<file path="config.mk">
export PLATFORM = sky130hd
export DESIGN_NAME = pll_ctrl_regs
export DESIGN_NICKNAME = d
export VERILOG_FILES = /design/src/rtl/pll_ctrl_regs.sv
export SDC_FILE = /design/constraint.sdc
export NUM_CORES = 1
export LEC_CHECK = 0
export ABC_CLOCK_PERIOD_IN_PS = 4600
export BUFFER_PORTS_ARGS = -buffer_cell sky130_fd_sc_hd__buf_4
export CAP_MARGIN = 10
export CORE_UTILIZATION = 50
export DETAILED_ROUTE_END_ITERATION = 10
export PLACE_DENSITY = 0.86
export SLEW_MARGIN = 0
export SYNTH_ARGS = -nofsm -noshare
export SYNTH_HDL_FRONTEND = slang
export SYNTH_SLANG_ARGS = --single-unit
export TNS_END_PERCENT = 1
</file>
<file path="constraint.sdc">
create_clock -name clk -period 4.6 [get_ports clk]
set_clock_uncertainty 0.2 [all_clocks]
set_input_delay 0.23 -clock clk [delete_from_list [all_inputs] [get_ports clk]]
set_output_delay 0.23 -clock clk [all_outputs]
set_load 0.01 [all_outputs]
</file>
<file path="src/rtl/pll_ctrl_regs.sv">
module pll_ctrl_regs #(
  parameter int ADDR_W = 12,
  parameter logic [ADDR_W-1:0] A_STBY = 12'h140,
  parameter logic [ADDR_W-1:0] A_SET1 = 12'h144,
  parameter logic [ADDR_W-1:0] A_SET3 = 12'h14C,
  parameter logic [ADDR_W-1:0] A_SET4 = 12'h150,
  parameter logic [ADDR_W-1:0] A_SET5 = 12'h154,
  parameter logic [ADDR_W-1:0] A_MON  = 12'h15C,
  parameter int PD_W   = 4,
  parameter int REF_W  = 6,
  parameter int FRAC_W = 24,
  parameter int INT_W  = 12,
  parameter int SPR_W  = 8
) (
  input  logic              clk,
  input  logic              rst_n,
  input  logic [ADDR_W-1:0] addr,
  input  logic              wr_en,
  input  logic [31:0]       wdata,
  output logic [31:0]       rdata,
  input  logic              lock_in,
  output logic              pll_run,
  output logic              ssc_en,
  output logic              down_spread,
  output logic [PD_W-1:0]   post_div1,
  output logic [PD_W-1:0]   post_div2,
  output logic [REF_W-1:0]  ref_div,
  output logic [FRAC_W-1:0] frac,
  output logic [INT_W-1:0]  int_mult,
  output logic [SPR_W-1:0]  spread_val
);
  localparam int PD2_LSB  = 4;
  localparam int REF_LSB  = 8;
  localparam int FRAC_LSB = 8;
  localparam int INT_LSB  = 16;

  wire wr_stby = wr_en && (addr == A_STBY);
  wire wr_set1 = wr_en && (addr == A_SET1);
  wire wr_set3 = wr_en && (addr == A_SET3);
  wire wr_set4 = wr_en && (addr == A_SET4);
  wire wr_set5 = wr_en && (addr == A_SET5);

  always_ff @(posedge clk or negedge rst_n) begin
    if (!rst_n) begin
      pll_run     <= 1'b0;
      ssc_en      <= 1'b0;
      down_spread <= 1'b0;
      post_div1   <= '0;
      post_div2   <= '0;
      ref_div     <= '0;
      frac        <= '0;
      int_mult    <= '0;
      spread_val  <= '0;
    end else begin
      if (wr_stby && wdata[16]) pll_run     <= wdata[0];
      if (wr_stby && wdata[18]) ssc_en      <= wdata[2];
      if (wr_stby && wdata[20]) down_spread <= wdata[4];
      if (wr_set1 && wdata[16]) post_div1   <= wdata[PD_W-1:0];
      if (wr_set1 && wdata[20]) post_div2   <= wdata[PD2_LSB +: PD_W];
      if (wr_set1 && wdata[24]) ref_div     <= wdata[REF_LSB +: REF_W];
      if (wr_set3)              frac        <= wdata[FRAC_LSB +: FRAC_W];
      if (wr_set4)              int_mult    <= wdata[INT_LSB +: INT_W];
      if (wr_set5)              spread_val  <= wdata[SPR_W-1:0];
    end
  end

  always_comb begin
    rdata = '0;
    case (addr)
      A_STBY: begin
        rdata[0] = pll_run;
        rdata[2] = ssc_en;
        rdata[4] = down_spread;
      end
      A_SET1: begin
        rdata[PD_W-1:0]           = post_div1;
        rdata[PD2_LSB +: PD_W]    = post_div2;
        rdata[REF_LSB +: REF_W]   = ref_div;
      end
      A_SET3:  rdata[FRAC_LSB +: FRAC_W] = frac;
      A_SET4:  rdata[INT_LSB +: INT_W]   = int_mult;
      A_SET5:  rdata[SPR_W-1:0]          = spread_val;
      A_MON:   rdata[4]                  = lock_in;
      default: rdata = '0;
    endcase
  end
endmodule


</file>
Yosys cells after proc, flatten, opt, wreduce, memory -nomap -nowiden
Index checks and enable logic that the tools add are counted.
- flip-flop bits (word level): 61
- latch bits: 0
- bits in writable memories: 0
- ROM bits: 0
- input port bits: 48
- output and inout port bits: 93
- logic and storage cells: 36
- memories: 0
- add/sub/neg operators: 0
- $mul: 0
- div/mod/pow operators: 0
- magnitude comparators: 0
- equality and inequality tests: 6
- shift operators: 0
- muxes and demuxes: 10
- bitwise logic cells: 0
- reduce and logical (&&, ||, !) cells: 11
- operator list (operator ; number):
    $eq 12x9->1 const B ; 6
    $pmux 12 s2 ; 1
    $pmux 6 s2 ; 1
    $logic_and 1x1->1 ; 11
    $pmux 1 s3 ; 2
    $pmux 3 s2 ; 1
    $mux 4 ; 1
    $pmux 1 s2 ; 2
    $pmux 1 s4 ; 1
    $mux 2 ; 1

Depth between registers and ports, before layout
- word-level depth: 3
- gate-level depth with buffers: 6
- depth with buffers taken out: 3

Worst setup path before layout
Ideal clock, no wire load.
- path type: input-to-output
- start point: input port addr[9]
- end point: output port rdata[1]
- data arrival time: 1925 ps
- required time: 4170 ps
- setup slack: 2245 ps
- stages: 6
- path through: or4b_1 -> buf_4 -> clkbuf_1 -> nor4_1 -> buf_2 -> a22o_1
- longest elaborated chain between the ends: 2
- RTL lines (element ; RTL line ; RTL):
    start, declared ; 17 ; input logic [ADDR_W-1:0] addr,
    $eq 12x9->1 ; 69 ; case (addr)
    $pmux 1 s2 (*) ; 69 ;
    end, declared ; 20 ; output logic [31:0] rdata,
Mark *: on every way between the ends. The rest lies on a longest branch, timed or not.

Worst setup path after layout
- start point: input port addr[9]
- end point: output port rdata[27]
- longest elaborated chain between the ends: 2
- RTL lines (element ; RTL line):
    $eq 12x9->1 ; 69
    $pmux 12 s2 (*) ; 69
Marked as above.

==> summary.txt <==
status: completed
number of enable flip-flop cells after synthesis: 0
drt pass-1 iters: 4
CP Data Required Time: 4170 ps
maximum root-to-sink buffer count: 2
maxcap violations: 0
antenna viol nets, final: 0
Root Buffer: clkbuf_8
setup TNS: 0 ps
top post-synthesis cells by area: dfrtp_1, mux2_2, mux2_4
die width: 78.6 um
WL final: 8060 um
vias in the first global route: 2,566
cell taking the most area after synthesis: dfrtp_1
worst-path maximum fanout: 17
DRC violations left: 0
period utilisation layout: 67.7%
Setup violations, final: 0
Most Frequent Cell on Critical Path: buf_4
GPL Wtd Cong: 0.795
#FFs+latches synth: 61
Syn Area/Cell: 14.1 um^2
worst min path class: in2reg
crit path max-delay cell type: nor4_2
cell family with most CP delay: simple AND/OR/NAND/NOR gates
largest net degree at the start of global routing: 62
Vias/cell: 5.43
most common cell in the netlist: dfrtp_1
max-slew violation count: 0
Skew-Pair Late Insertion Delay: 320 ps
Core ar.: 0.00557 mm^2
CTS tree: yes
total nets after synthesis: 256
crit-path cells: buf_4 -> or4b_1 -> nor4_2 -> a22o_1 -> buf_4
Syn Inst Count: 208
CP Class: in2out
# IOs: 141
final cell count without fillers: 455
Starting Density: 52.7%
RSZ-0062 raised after global routing: false
DIE HEIGHT: 78.6 um
Fin. Hold Viols: 0
dpl ws: 1530 ps
IR drop worst, VDD: 0.000203 V
# fillers: 340
Nets: 428
Final min period: 3120 ps
final setup margin: 1480 ps
detailed-route via count: 2,472
crit end category: output port
Seq/Total Area, Yosys: 52.0%
prevailing post-synth register cell: dfrtp_1
initial antenna violation count: 0
first-pass GRT wire length: 12,700 um
num rows: 27
Post-Syn Area: 0.00294 mm^2
CP bufs+invs: 2
Netlist cell types: 29
Slew @ Worst Pin: 1160 ps
maximum clock rate: 0.321 GHz
Layout Area Growth over Synthesis: 55.0%
CP Launch Type: input port
maximum level of the CTS H-tree: 3
P_leak: 2.41 nW
clk slew on worst S/H paths: 70 ps
PD cells: 238 mW/mm^2
placed insts: 408
Wirelength per Cell: 17.7 um
slowest stage delay, CP: 1080 ps
commonest cells in the netlist: dfrtp_1, mux2_2, a22o_1
DIE AREA: 0.00618 mm^2
Sink Count: 61
final core utilization: 81.6%
crit path DAT: 2690 ps
I/O Buffers: 140
dpl hpwl: 5250 um
initial DRC count: 72
fraction of layout cells with a size suffix above 1: 58.5%
max_slew headroom: 22.1%
ys async rst share: 100%
TritonCTS Buffers: 9
synth warn: 0
antenna cells: 0
share of the synthesized area in the top cell type: 52.0%
Post-CTS Setup Inserts: 0
total track usage: 27.0%
grt total ovfl: 0
[kinds of logic after synthesis]
kind of cell / Yosys count / share of synthesized area, %
AO/OA/AOI/OAI: 26 / 7.54
buffers and inverters: 16 / 3.11
flip-flops: 61 / 52.0
multiplexers: 64 / 27.0
AND/OR/NAND/NOR: 41 / 10.4
[report_power, final]
group / total, mW / internal [mW] / switching, mW
registers: 0.540 / 0.539 / 0.00177
logic: 0.0913 / 0.0527 / 0.0387
clock network: 0.450 / 0.259 / 0.191
[per-stage QoR]
| stage | total power [mW] | hold slack, ps | cell area (um^2) |
|---|---|---|---|
| after floorplan | 0.565 | -266 | 2940 |
| after global placement | 0.616 | 140 | 4040 |
| after CTS | 1.09 | 235 | 4550 |
| after global routing | 1.12 | 245 | 4550 |
| after detailed placement | 0.618 | 151 | 4040 |
| final | 1.08 | 252 | 4550 |
[flip-flops by register name, indices dropped and copies added (netlist names)]
name / flops
frac: 24
int_mult: 12
spread_val: 8
ref_div: 6
post_div1: 4
post_div2: 4
down_spread: 1
pll_run: 1
ssc_en: 1
[path summary, 6_finish.rpt]
check	start	end	slack, ps	cells past startpoint
max	addr[9]	rdata[27]	1480	5
min	wr_en	ssc_en$_DFFE_PN0P_	250	4
max reg2reg	frac[8]$_DFFE_PN0P_	frac[8]$_DFFE_PN0P_	3590	1
min reg2reg	frac[21]$_DFFE_PN0P_	frac[21]$_DFFE_PN0P_	330	1
max in group asynchronous	rst_n	pll_run$_DFFE_PN0P_	3360	2
min in group asynchronous	rst_n	post_div1[0]$_DFFE_PN0P_	320	2
[metal layers]
layer	up-vias	part of all wire (%)	GRT usage, %
li1	1130	-	-
met1	1232	42	33.4
met2	98	51	46.9
met3	12	5.5	5.00
met4	0	1.3	10.0
met5	-	0	0
[cell usage in the layout (no fill, tap or decap), types with 3 or more instances in the layout]
cell and instances:
nor4_1 9, dfrtp_1 61, nand3b_1 4, and2_1 6, nor4_2 4, mux2i_1 3, mux2_4 20, mux2_2 41
clkbuf_8 10, dlygate4sd3_1 33, a22o_1 23, buf_4 143
[area by class of cell]
class	instances	area, um^2	share of cell area [%]
Clock inverter	2	35.0	0.770
Tap cell	72	90.1	1.98
Inverter	1	3.75	0.0825
Multi-Input combinational cell	131	1350	29.6
Clock buffer	12	145	3.19
Timing Repair Buffer	176	1400	30.9
Sequential cell	61	1530	33.6
[repair_timing]
item / CTS / global route
endpoints found under the setup margin: 0 / 0
endpoints found under the hold margin: 122 / 0
gates resized for setup: 0 / 0
hold buffers: 33 / 0
No activity file was read; power rests on OpenSTA's default activity.
